[config.mk]
export PLATFORM = sky130hd
export DESIGN_NAME = colseq_gen
export DESIGN_NICKNAME = d
export VERILOG_FILES = /design/src/rtl/colseq_pkg.sv /design/src/rtl/colseq_cfg.sv /design/src/rtl/colseq_ctl.sv /design/src/rtl/colseq_map.sv /design/src/rtl/colseq_gen.sv
export SDC_FILE = /design/constraint.sdc
export NUM_CORES = 1
export LEC_CHECK = 0
export BUFFER_PORTS_ARGS = -buffer_cell sky130_fd_sc_hd__buf_2
export CORE_MARGIN = 4
export CORE_UTILIZATION = 23
export DETAILED_ROUTE_END_ITERATION = 8
export GPL_TIMING_DRIVEN = 1
export RECOVER_POWER = 25
export SLEW_MARGIN = 20
export SYNTH_ARGS = -nofsm -noshare
export SYNTH_HDL_FRONTEND = slang
export SYNTH_SLANG_ARGS = --single-unit
[constraint.sdc]
create_clock -name clk -period 3.2 [get_ports clk]
set_input_delay 0.32 -clock clk [delete_from_list [all_inputs] [get_ports clk]]
set_output_delay 0.32 -clock clk [all_outputs]
set_load 0.05 [all_outputs]
[src/rtl/colseq_pkg.sv]
package colseq_pkg;

   localparam logic [2:0] LEN_ONE   = 3'b000;
   localparam logic [2:0] LEN_TWO   = 3'b001;
   localparam logic [2:0] LEN_FOUR  = 3'b010;
   localparam logic [2:0] LEN_EIGHT = 3'b011;
   localparam logic [2:0] LEN_PAGE  = 3'b111;

   typedef struct packed {
      logic full;   // burst runs over whole row until stopped
      logic ilv;    // effective interleave order
      logic err;    // configuration was reserved
   } burst_mode_t;

endpackage

[src/rtl/colseq_cfg.sv]
module colseq_cfg
   import colseq_pkg::*;
#(
   parameter int COL_W  = 10,
   parameter int LEN_W  = 3,
   parameter bit ILV_EN = 1'b1
) (
   input  logic [LEN_W-1:0] len_code_i,
   input  logic             ilv_i,
   input  logic             wr_i,
   input  logic             single_wr_i,
   output logic [COL_W-1:0] mask_o,
   output burst_mode_t      mode_o
);

   localparam int LOG_MAX = 3;

   logic [1:0] nlog;
   logic       page_code;
   logic       rsvd_code;
   logic       force_one;
   logic       full_eff;

   generate
      if (COL_W < LOG_MAX) begin : g_bad_width
         $error("colseq_cfg: COL_W must cover an eight-beat window");
      end
      if (LEN_W != 3) begin : g_bad_len
         $error("colseq_cfg: LEN_W must be 3");
      end
   endgenerate

   always_comb begin
      nlog      = 2'd0;
      page_code = 1'b0;
      rsvd_code = 1'b0;
      case (len_code_i)
         LEN_ONE:   nlog = 2'd0;
         LEN_TWO:   nlog = 2'd1;
         LEN_FOUR:  nlog = 2'd2;
         LEN_EIGHT: nlog = 2'd3;
         LEN_PAGE:  page_code = 1'b1;
         default:   rsvd_code = 1'b1;
      endcase
   end

   assign force_one = wr_i & single_wr_i;
   assign full_eff  = page_code & ~force_one;

   // window mask: low bits that move during the burst
   for (genvar i = 0; i < COL_W; i++) begin : g_mask
      if (i < LOG_MAX) begin : g_low
         assign mask_o[i] = full_eff | (~force_one & (nlog > 2'(i)));
      end else begin : g_high
         assign mask_o[i] = full_eff;
      end
   end

   generate
      if (ILV_EN) begin : g_ilv
         assign mode_o.ilv = ilv_i & ~full_eff;
         assign mode_o.err = rsvd_code | (ilv_i & page_code);
      end else begin : g_seq_only
         assign mode_o.ilv = 1'b0;
         assign mode_o.err = rsvd_code | ilv_i;
      end
   endgenerate

   assign mode_o.full = full_eff;

endmodule

[src/rtl/colseq_ctl.sv]
module colseq_ctl
   import colseq_pkg::*;
#(
   parameter int COL_W = 10
) (
   input  logic             clk,
   input  logic             rst_n,
   input  logic             start_i,
   input  logic [COL_W-1:0] start_col_i,
   input  logic [COL_W-1:0] mask_i,
   input  burst_mode_t      mode_i,
   input  logic             stop_i,
   input  logic             susp_i,
   output logic             active_o,
   output logic [COL_W-1:0] beat_o,
   output logic [COL_W-1:0] base_o,
   output logic [COL_W-1:0] mask_o,
   output logic             ilv_o,
   output logic             last_o,
   output logic             stop_err_o,
   output logic             cfg_err_o
);

   logic             active_q;
   logic [COL_W-1:0] beat_q;
   logic [COL_W-1:0] base_q;
   logic [COL_W-1:0] mask_q;
   burst_mode_t      mode_q;
   logic             stop_err_q;
   logic             last_w;

   assign last_w = active_q & ~mode_q.full & (beat_q == mask_q);

   always_ff @(posedge clk or negedge rst_n) begin
      if (!rst_n) begin
         active_q   <= 1'b0;
         beat_q     <= '0;
         base_q     <= '0;
         mask_q     <= '0;
         mode_q     <= '0;
         stop_err_q <= 1'b0;
      end else begin
         stop_err_q <= 1'b0;
         if (!susp_i) begin
            if (start_i) begin
               active_q <= 1'b1;
               beat_q   <= '0;
               base_q   <= start_col_i;
               mask_q   <= mask_i;
               mode_q   <= mode_i;
            end else if (active_q) begin
               if (stop_i && mode_q.full) begin
                  active_q <= 1'b0;
               end else begin
                  if (stop_i) stop_err_q <= 1'b1;
                  if (last_w) active_q <= 1'b0;
                  else        beat_q   <= beat_q + COL_W'(1);
               end
            end
         end
      end
   end

   assign active_o   = active_q;
   assign beat_o     = beat_q;
   assign base_o     = base_q;
   assign mask_o     = mask_q;
   assign ilv_o      = mode_q.ilv;
   assign last_o     = last_w;
   assign stop_err_o = stop_err_q;
   assign cfg_err_o  = mode_q.err;

   // finishing the final beat closes the burst
   a_r6_end_after_last: assert property (@(posedge clk) disable iff (!rst_n)
      (last_w && !susp_i && !start_i) |=> !active_q);

   // stop closes a full-page burst
   a_r8_stop_page: assert property (@(posedge clk) disable iff (!rst_n)
      (active_q && mode_q.full && stop_i && !susp_i && !start_i) |=> !active_q);

   // the illegal-stop pulse only follows a stop in a finite burst
   a_r9_err_finite: assert property (@(posedge clk) disable iff (!rst_n)
      stop_err_q |-> (!mode_q.full && $past(stop_i)));

   // suspend freezes the sequence
   a_r12_freeze: assert property (@(posedge clk) disable iff (!rst_n)
      (susp_i && active_q) |=> (active_q && $stable(beat_q) && $stable(base_q)));

endmodule

[src/rtl/colseq_map.sv]
module colseq_map #(
   parameter int COL_W  = 10,
   parameter bit ILV_EN = 1'b1
) (
   input  logic             active_i,
   input  logic [COL_W-1:0] base_i,
   input  logic [COL_W-1:0] beat_i,
   input  logic [COL_W-1:0] mask_i,
   input  logic             ilv_i,
   output logic [COL_W-1:0] col_o
);

   logic [COL_W-1:0] seq_low;
   logic [COL_W-1:0] sel_low;

   assign seq_low = (base_i + beat_i) & mask_i;

   generate
      if (ILV_EN) begin : g_ilv
         logic [COL_W-1:0] ilv_low;
         assign ilv_low = (base_i ^ beat_i) & mask_i;
         assign sel_low = ilv_i ? ilv_low : seq_low;
      end else begin : g_seq_only
         logic unused_ilv;
         assign unused_ilv = ilv_i;
         assign sel_low    = seq_low;
      end
   endgenerate

   assign col_o = active_i ? ((base_i & ~mask_i) | sel_low) : '0;

endmodule

[src/rtl/colseq_gen.sv]
module colseq_gen
   import colseq_pkg::*;
#(
   parameter int COL_W  = 10,
   parameter int LEN_W  = 3,
   parameter bit ILV_EN = 1'b1
) (
   input  logic             clk,
   input  logic             rst_n,
   input  logic             start_i,
   input  logic [COL_W-1:0] start_col_i,
   input  logic [LEN_W-1:0] len_code_i,
   input  logic             ilv_i,
   input  logic             wr_i,
   input  logic             single_wr_i,
   input  logic             stop_i,
   input  logic             susp_i,
   output logic [COL_W-1:0] col_o,
   output logic             valid_o,
   output logic             last_o,
   output logic             stop_err_o,
   output logic             cfg_err_o
);

   logic [COL_W-1:0] cfg_mask;
   burst_mode_t      cfg_mode;
   logic             act;
   logic [COL_W-1:0] beat;
   logic [COL_W-1:0] base;
   logic [COL_W-1:0] mask;
   logic             ilv_eff;

   colseq_cfg #(.COL_W(COL_W), .LEN_W(LEN_W), .ILV_EN(ILV_EN)) u_cfg (
      .len_code_i  (len_code_i),
      .ilv_i       (ilv_i),
      .wr_i        (wr_i),
      .single_wr_i (single_wr_i),
      .mask_o      (cfg_mask),
      .mode_o      (cfg_mode)
   );

   colseq_ctl #(.COL_W(COL_W)) u_ctl (
      .clk         (clk),
      .rst_n       (rst_n),
      .start_i     (start_i),
      .start_col_i (start_col_i),
      .mask_i      (cfg_mask),
      .mode_i      (cfg_mode),
      .stop_i      (stop_i),
      .susp_i      (susp_i),
      .active_o    (act),
      .beat_o      (beat),
      .base_o      (base),
      .mask_o      (mask),
      .ilv_o       (ilv_eff),
      .last_o      (last_o),
      .stop_err_o  (stop_err_o),
      .cfg_err_o   (cfg_err_o)
   );

   colseq_map #(.COL_W(COL_W), .ILV_EN(ILV_EN)) u_map (
      .active_i (act),
      .base_i   (base),
      .beat_i   (beat),
      .mask_i   (mask),
      .ilv_i    (ilv_eff),
      .col_o    (col_o)
   );

   assign valid_o = act;

   // an accepted start shows its column on the next cycle
   a_r1_first_beat: assert property (@(posedge clk) disable iff (!rst_n)
      (start_i && !susp_i) |=> (valid_o && col_o == $past(start_col_i)));

   // last only while a beat is presented
   a_r6_last_valid: assert property (@(posedge clk) disable iff (!rst_n)
      last_o |-> valid_o);

   // the presented column holds while suspended
   a_r12_col_hold: assert property (@(posedge clk) disable iff (!rst_n)
      (susp_i && valid_o) |=> (valid_o && $stable(col_o)));

endmodule

Word-level counts from Yosys, hierarchy flattened:

Index checks and enable logic that the tools add are counted.
Widths: inputs -> output; s select.

* register bits: 29
* bits of input ports: 21
* output and inout bits: 14
* word-level logic and storage cells: 67

* add/subtract/negate cells: 2
* order comparisons: 3
* equality and inequality tests: 7
* mux-type cells: 18
* bitwise logic cells: 23
* reduce and logical (&&, ||, !) cells: 6

Operator list (count)
* $mux 10: 6
* $and 10x10->10: 3
* $mux 1: 11
* $add 10x1->10 const B: 1
* $add 10x10->10: 1
* $eq 10x10->1: 1
* $not 10->10: 1
* $or 10x10->10: 1
* $xor 10x10->10: 1
* $and 1x1->1: 9
* $eq 3x2->1 const B: 2
* $pmux 2 s3: 1
* $reduce_or 5->1: 1
* $gt 2x1->1 const B: 2
* $ne 2x2->1 const B: 2
* $not 1->1: 4
* $or 1x1->1: 4
* $reduce_and 4->1: 1
* $eq 3x1->1 const B: 1
* $eq 3x3->1 const B: 1
* $logic_not 3->1: 1
* $gt 2x2->1 const B: 1
* $reduce_and 2->1: 1
* $reduce_bool 2->1: 1
* $logic_and 1x1->1: 1

Logic depth before layout (Yosys ltp):

Gate-level depths: netlist of run 1.

* depth after elaboration: 7
* depth in mapped cells: 8
* depth with buffers taken out: 8

Hierarchy:

A second synthesis of run 1 with hierarchy kept.

* cell total of the unflattened synthesis: 252
* area total of the unflattened synthesis: 2488.6 um^2

Modules (own cells, without submodules)
* colseq_ctl: instances 1, cells each 141, area an instance 1709.1 um^2, sequential area each 875.8 um^2
* colseq_map: instances 1, cells each 91, area an instance 653.1 um^2, sequential area each 0.0 um^2
* colseq_cfg: instances 1, cells each 20, area an instance 126.4 um^2, sequential area each 0.0 um^2

Worst setup path after synthesis of run 1:

No wires, ideal clock.

* kind: register to output
* from: register u_ctl.active_q, in the netlist u_ctl.active_o
* to: output last_o
* data arrival time: 2.927 ns
* data required time: 2.880 ns
* slack: -0.047 ns
* stages on the path, launching flop included: 5
* buffers on the path: 1
* cells stage by stage: dfrtp_1 -> buf_2 -> nor2b_1 -> nand2_1 -> nor4b_1

* word-level cells in the longest chain between the ends: 2

Ends and longest elaborated chain
* start, declared: line colseq_ctl.sv:24 `logic active_q;`
* start signal, assigned: line colseq_ctl.sv:36 `active_q <= 1'b0;`
* start signal, assigned: line colseq_ctl.sv:46 `active_q <= 1'b1;`
* start signal, assigned: line colseq_ctl.sv:53 `active_q <= 1'b0;`
* $and 1x1->1 (2 in a row): line colseq_ctl.sv:32 `assign last_w = active_q & ~mode_q.full & (beat_q == mask_q);`
* end, declared: line colseq_gen.sv:20 `output logic last_o,`

No other way between the ends.

Worst setup path in the final report of run 1:

* from: register u_ctl.beat_q[0], in the netlist u_ctl.beat_o[0]
* to: output col_o[4]

* word-level cells in the longest chain between the ends: 5

Ends and longest elaborated chain
* start, declared: line colseq_ctl.sv:25 `logic [COL_W-1:0] beat_q;`
* start signal, assigned: line colseq_ctl.sv:57 `else beat_q <= beat_q + COL_W'(1);`
* $add 10x10->10: line colseq_map.sv:16 `assign seq_low = (base_i + beat_i) & mask_i;`
* $and 10x10->10: line colseq_map.sv:16
* $mux 10: line colseq_map.sv:22 `assign sel_low = ilv_i ? ilv_low : seq_low;`
* $or 10x10->10: line colseq_map.sv:30 `assign col_o = active_i ? ((base_i & ~mask_i) | sel_low) : '0;`
* $mux 10: line colseq_map.sv:30
* end, declared: line colseq_gen.sv:18 `output logic [COL_W-1:0] col_o,`

No other way between the ends.

==> summary.md, run 1 <==
| Metric | Value |
|---|---|
| Outcome | finished with violations |
| Violated checks | capacitance limit, slew limit |
| Synth Warn # | 0 |
| Fin nets | 315 |
| Largest stage delay, worst path | 0.46 ns |
| Type of origin of the critical path | register |
| GRT Resource Usage Total | 0.104 |
| CP Cell Sequence | ha_1 > inv_1 > fa_1 > nor2b_1 > o21ai_1 > a21oi_2 > xnor2_1 > a211oi_1 > buf_2 |
| Die X | 103 um |
| Initial DRC Count | 93 |
| Max Fclk | 0.342 GHz |
| Gate Count Post-Synth | 252 |
| Cell Area, Synth | 2060 um^2 |
| Leakage | 1.06 nW |
| Crit Path Max Fanout | 6 |
| Synth unique cells | 42 |
| Die Y | 103 um |
| DRC violations left | 0 |
| RSZ-0062 raised after global routing | false |
| Clk_skew | between 0.001 and 0.0015 ns |
| Dpl hpwl | ~4000 um |
| Final setup vio count | 0 |
| Final ANT Viol Nets | 0 |
| Top cells by area, synth | dfrtp_1 34%, nand2_1 10%, ha_1 6.1% |
| Avg Vias per Cell | 4.84 |
| Share of the synthesized area in the top cell type | 0.339 |
| Number of setup buffers added after CTS | 0 |
| Buf/Inv on CP | 2 |
| Num rows | 34 |
| Crit end category | output port |
| Sequential share of the synthesized area | 0.339 |
| PwrDens | 491 nW/um^2 |
| Number of global-route vias before repair | 1841 |
| Initial Util | 0.237 |
| Average size of a mapped cell | 8.19 um^2 |
| Syn nets | around 280 |
| RePlAce Congestion | 0.872 |
| Skew-Pair Late Insertion Delay | approximately 0.27 ns |
| Crit path max-delay family | adder cells |
| Hold path depth | 3 |
| WP data required | 2.88 ns |
| Clk slew on worst S/H paths | 0.10 ns |
| Ant diodes | 0 |
| Final hold vios | 0 |
| CTS Buf Count | 3 |
| Initial antenna violation count | 0 |
| PortBufs | 34 |
| CTS Root Buffer Type | clkbuf_8 |
| Total power | 0.00117 W |
| Drt pass-1 iters | 4 |
| CTS tree | built |
| Min-Delay Path Class | input pin to register |
| Largest net degree at the start of global routing | 29 |
| Overflow after GRT | 0 |
| Commonest non-fill, non-tap cells in the layout | 57 x nand2_1, 33 x buf_2, 28 x dfrtp_1, 14 x o21ai_1, 12 x nand3_1 |
| CTS Sinks | 28 |
| Die area | 10600 um^2 |
| Commonest non-fill, non-tap cell in the layout | nand2_1 |
| Post_cts resized | 0 |
| Crit path time final | 2.93 ns |
| Fin. max-slew vios | 29 |
| WP data arrival | about 2.6 ns |
| Period utilisation layout | 0.915 |
| Worst Tran Pin Value | 1.62 ns |
| Routed WL | around 5300 um |
| Number of max-cap violations | 1 |
| Worst path slowest cell | dfrtp_1 |
| Setup TNS | 0 ns |
| Clk buf depth | 2 |
| Layout area overhead | 15.8% |
| FF+latch count, synth | 28 |
| IO Pins | 35 |
| Synth area leader | dfrtp_1 |
| Via count | 1883 |
| Peak supply drop | 221 uV |
| CTS hold repair buffers | 0 |
| Htree depth | 1 |
| First-pass GRT wire length | 8880 um |
| Fillers | 940 |
| Worst reg2reg path depth | 5 |
| Crit Path Category | register to output port |
| Worst path depth | 9 |
| Drt wl/cell | 13.7 um |
| Share of post-route cells with drive strength above 1 | 0.171 |
| Worst R2R Setup Slack | 1.24 ns |
| Core area | 8720 um^2 |
| Slew headroom | -0.0790 |
cell families (layout without fill, tap and decap cells):
logic type / count (synthesis) / in the layout / synth area share
xor gates and xnor gates: 6 / 6 / 0.0255
muxes: 8 / 8 / 0.0388
AOI/OAI and AO/OA: 57 / 57 / 0.196
DFF: 28 / 28 / 0.339
adders and majority gates: 11 / 11 / 0.0703
buffers and inverters: 21 / 50 / 0.0412
and+or+nand+nor: 121 / 121 / 0.288
worst reg2reg max path: stages (launching register included):
cell and delay (ns):
dfrtp_1 0.65, nor2b_1 0.34, nand2_1 0.23, a41oi_2 0.36, a21oi_1 0.14, mux2i_1 0.14
registers in the layout, indices dropped and copies added, names as in the netlist:
| register | count |
|---|---|
| u_ctl.stop_err_o | 1 |
| u_ctl.base_o | 10 |
| u_ctl.cfg_err_o | 1 |
| u_ctl.mode_q | 1 |
| u_ctl.active_o | 1 |
| u_ctl.ilv_o | 1 |
| u_ctl.beat_o | 10 |
| u_ctl.mask_o | 3 |
synthesized netlist by cell type, drive strengths merged:
master,number
nor2,10
nand2,57
a41oi,1
nand2b,11
or3,4
buf,5
o41a,1
o21ai,24
ha,10
xor2,3
mux2i,8
xnor2,3
a21oi,12
nor4,1
nand3b,3
a211oi,4
inv,9
a31o,1
and3,4
fa,1
clkbuf,6
a31oi,2
nor3,3
nor4b,4
a21o,3
o211ai,1
a311o,1
a2111oi,3
dfrtp,28
nand4b,1
o221ai,1
and2,2
nand4,5
nand3,12
and4,1
a311oi,3
clkinv,1
nor2b,3
through the flow:
step | cell area, um^2 | hold WS, ns | cells | setup WS (ns) | util
floorplan | 2070 | 0.0244 | 252 | 0.123 | -
global placement | 2350 | 0.384 | 386 | 0.609 | 0.270
detailed placement | 2350 | 0.399 | 386 | 0.567 | 0.270
CTS | 2390 | 0.0930 | 389 | 0.239 | 0.274
global route | 2390 | 0.235 | 389 | 0.0716 | 0.274
finish | 2390 | 0.230 | 389 | 0.273 | 0.274
routing by layer:
metal,global-route usage,share of wire
met1,0.152,0.50
met4,0.00598,0.0022
met3,0.0230,0.052
met5,0,0
met2,0.165,0.44
path summary, 6_finish.rpt:
path | startpoint | end
max | u_ctl.beat_o[0]$_DFFE_PN0P_ | col_o[4]
min | start_col_i[8] | u_ctl.base_o[8]$_DFFE_PN0P_
max reg2reg | u_ctl.active_o$_DFFE_PN0N_ | u_ctl.beat_o[5]$_DFFE_PN0P_
min reg2reg | u_ctl.cfg_err_o$_DFFE_PN0P_ | u_ctl.cfg_err_o$_DFFE_PN0P_
max in group asynchronous | rst_n | u_ctl.base_o[4]$_DFFE_PN0P_
min in group asynchronous | rst_n | u_ctl.stop_err_o$_DFF_PN0_
report_power, final:
part           switching, W  leakage (nW)  total (W)  internal [W]
clock              0.000111        0.0216   0.000196     0.0000846
combinational      0.000356         0.670   0.000516      0.000161
sequential        0.0000682         0.364   0.000462      0.000393
final cells by class:
cell class | count | area, um^2 | share of cell area
sequential | 28 | 701 | 0.293
multi-input combinational | 203 | 1280 | 0.537
tap | 108 | 135 | 0.0565
clock buffer | 3 | 41.3 | 0.0173
timing repair buffer | 37 | 191 | 0.0801
inverter | 10 | 37.5 | 0.0157
No activity file was read; power rests on OpenSTA's default activity.
==> inputs of run 2 (changes only) <==
SYNTH_HIERARCHICAL = 1   (was unset)
==> summary.md, run 2 <==
| Metric | Value |
|---|---|
| Number of flops mapped to enable cells by yosys | 0 (unchanged) |
| DR WL met3 | 202 um (-27%) |
| WL met2 | 3000 um (+27%) |
| DRC violations left | 0 (unchanged) |
| CTS Sinks | 35 (+25%) |
| Initial Util | 0.239 (+0.00219) |
| Initial antenna violation count | 0 (unchanged) |
| Clk_skew | 0.00415 ns (+0.00314 ns) |
| Largest net degree at the start of global routing | 36 (+24%) |
| Ys flop type | dfrtp_1 |
| Crit path time final | 2.95 ns (+0.0221 ns) |
| CTS Root Buffer Type | clkbuf_8 |
| Most common cell in the netlist | dfrtp_1 |
| DP Worst Slack | 0.595 ns (+0.0280 ns) |
| First-pass GRT wire length | 10200 um (+15%) |
| Via count | 1993 (+5.8%) |
| Die X | 112 um (+9.0%) |
| Layout area overhead | 13.7% |
| Peak supply drop | 229 uV (+3.8%) |
| Number of global-route vias before repair | 2022 (+9.8%) |
| Crit end category | output port |
| Worst reg2reg path depth | 5 (unchanged) |
| Share of post-route cells with drive strength above 1 | 0.294 (+0.123) |
| Min-Delay Path Class | input pin to register |
| Syn nets | 284 (unchanged) |
| Final Non-Filler Cells | 415 (+6.7%) |
| Crit path setup slack, layout | 0.251 ns (-0.0221 ns) |
| Final hold vios | 0 (unchanged) |
| Final Util | 0.272 (-0.00246) |
| Final setup vio count | 0 (unchanged) |
| Violated checks | capacitance limit, slew limit |
| Worst Tran Pin Value | 1.99 ns (+0.373 ns) |
| Overflow after GRT | 0 (unchanged) |
| CTS Buf Count | 5 (+2) |
| Gate Count Post-Synth | 252 (unchanged) |
| Crit Path Category | register to output port |
| Commonest non-fill, non-tap cells in the layout | 35 x dfrtp_1, 33 x buf_2, 23 x mux2_2, 21 x nand2_1 |
| Fin. max-slew vios | 36 (+24%) |
| Placed Instances | 407 (+5.4%) |
| Routed WL | 6010 um (+12%) |
| Skew-Pair Late Insertion Delay | 0.29 ns (+0.02 ns) |
| DRT met1 WL | 2770 um (+3.0%) |
| Crit Path Max Fanout | 8 (+2) |
| Commonest non-fill, non-tap cell in the layout | dfrtp_1 |
| Die Y | 112 um (+9.0%) |
| Outcome | finished with violations |
| Share of the synthesized area in the top cell type | 0.352 (+0.0125) |
| Synth unique cells | 57 (+36%) |
| Asr flop ratio synth | 1.00 (unchanged) |
| Die area | 12500 um^2 (+19%) |
| Initial DRC Count | 179 (+92%) |
| CTS hold repair buffers | 0 (unchanged) |
| Core area | 10400 um^2 (+19%) |
| Worst R2R Setup Slack | 1.08 ns (-0.16 ns) |
| Cell area after placement | 2730 um^2 (+16%) |
| WP data arrival | 2.63 ns (+0.02 ns) |
| Cell area after layout | 2830 um^2 (+18%) |
| Top cells by area, synth | dfrtp_1 35%, mux2_2 10%, ha_1 5.0% |
| CTS tree | built |
| Setup TNS | 0 ns (unchanged) |
| Num rows | 37 (+8.8%) |
| Htree depth | 2 (+1) |
| Post_cts resized | 0 (unchanged) |
| IO Pins | 35 (unchanged) |
| PwrDens | 580 nW/um^2 (+18%) |
| Hold path depth | 2 (-1) |
| FF+latch count, synth | 35 (+25%) |
| Final ANT Viol Nets | 0 (unchanged) |
| RSZ-0062 raised after global routing | false |
| Average size of a mapped cell | 9.88 um^2 (+21%) |
| Leading cell types by count after synthesis | 35 x dfrtp_1, 23 x mux2_2, 21 x nand2_1 |
| WP data required | 2.88 ns (about the same) |
| Slew headroom | -0.327 (-0.249) |
| Number of max-cap violations | 1 (unchanged) |
| Uppermost layer routed | met4 |
| Avg Vias per Cell | 4.80 (-0.79%) |
| Drt wl/cell | 14.5 um (+5.3%) |
| Sequential share of the synthesized area | 0.352 (+0.0125) |
| Leakage | 1.21 nW (+15%) |
| Period utilisation layout | 0.922 (+0.00691) |
| Cell Area, Synth | 2490 um^2 (+21%) |
| Dpl hpwl | 4450 um (+10%) |
| PortBufs | 34 (unchanged) |
| Max Fclk | 0.339 GHz (-0.75%) |
| Type of origin of the critical path | register |
| GRT Resource Usage Total | 0.0992 (-0.00468) |
| Synth Warn # | 6 (+6) |
| Drt pass-1 iters | 4 (unchanged) |
| Ant diodes | 0 (unchanged) |
| Synth area leader | dfrtp_1 |
| Clk buf depth | 2 (unchanged) |
| Number of setup buffers added after CTS | 0 (unchanged) |
| Fin nets | 310 (-1.6%) |
| RePlAce Congestion | 0.869 (-0.32%) |
| Clk slew on worst S/H paths | 0.07 ns (-0.03 ns) |
-- run 2: cell count changes in the layout (fill, tap and decap cells not counted), moves of 6 or more --
cell / before / now
mux2i_1: 8 / 2
dfrtp_1: 28 / 35
nand2_1: 57 / 21
xor2_1: 3 / 12
o21ai_1: 14 / 0
mux2_2: 0 / 23
nand2b_1: 11 / 0
-- run 2: worst paths after layout --
path / from / to
min in group asynchronous: rst_n / u_ctl/cfg_err_o$_DFFE_PN0P_
max reg2reg: u_ctl/beat_o[9]$_DFFE_PN0P_ / u_ctl/beat_o[0]$_DFFE_PN0P_
max: u_ctl/beat_o[0]$_DFFE_PN0P_ / col_o[4]
max in group asynchronous: rst_n / u_ctl/beat_o[7]$_DFFE_PN0P_
min: start_col_i[7] / u_ctl/base_o[7]$_DFFE_PN0P_
min reg2reg: u_ctl/cfg_err_o$_DFFE_PN0P_ / u_ctl/cfg_err_o$_DFFE_PN0P_
-- run 2: cell families (layout without fill, tap and decap cells) --
logic type | count (synthesis) | after routing | share of synthesized area
AND/OR/NAND/NOR | 86 | 86 | 0.198
adder cells (fa/ha/maj) | 11 | 11 | 0.0583
XOR/XNOR | 18 | 18 | 0.0633
flip-flops | 35 | 35 | 0.352
AO/OA/AOI/OAI | 53 | 53 | 0.160
multiplexers | 25 | 25 | 0.112
buffers and inverters | 24 | 51 | 0.0568
-- run 2: stage by stage --
step | total power [W] | hold WS, ns
after detailed placement | 0.00128 | 0.467
after floorplan | 0.00112 | 0.0244
after global placement | 0.00127 | 0.467
after CTS | 0.00166 | 0.147
final | 0.00164 | 0.255
after global routing | 0.00175 | 0.250
-- run 2: layer usage --
metal / vias to the layer above / global-route usage
li1: 967 / -
met1: 982 / 0.124
met2: 42 / 0.171
met3: 2 / 0.0189
met4: 0 / 0.0337
met5: - / 0
-- run 2: critical path, cell delays in order, from the launching register on --
cell	delay [ns]
dfrtp_1	0.47
ha_1	0.24
inv_1	0.07
fa_1	0.41
nor2b_2	0.14
o21ai_2	0.08
a21oi_2	0.24
xnor2_1	0.10
a211oi_1	0.28
buf_2	0.31
-- run 2: area by class of cell --
cell class | count | area, um^2
Fill cell | 1114 | 7590
Sequential cell | 35 | 876
Multi-Input combinational cell | 193 | 1470
Tap cell | 136 | 170
Clock buffer | 8 | 100
Inverter | 7 | 26.3
Timing Repair Buffer | 36 | 184
-- run 2: report_power, final --
part / switching [W] / internal [W] / total [W]
registers: 0.0000935 / 0.000501 / 0.000595
logic: 0.000435 / 0.000249 / 0.000684
clock network: 0.000167 / 0.000197 / 0.000364
total: 0.000696 / 0.000947 / 0.00164
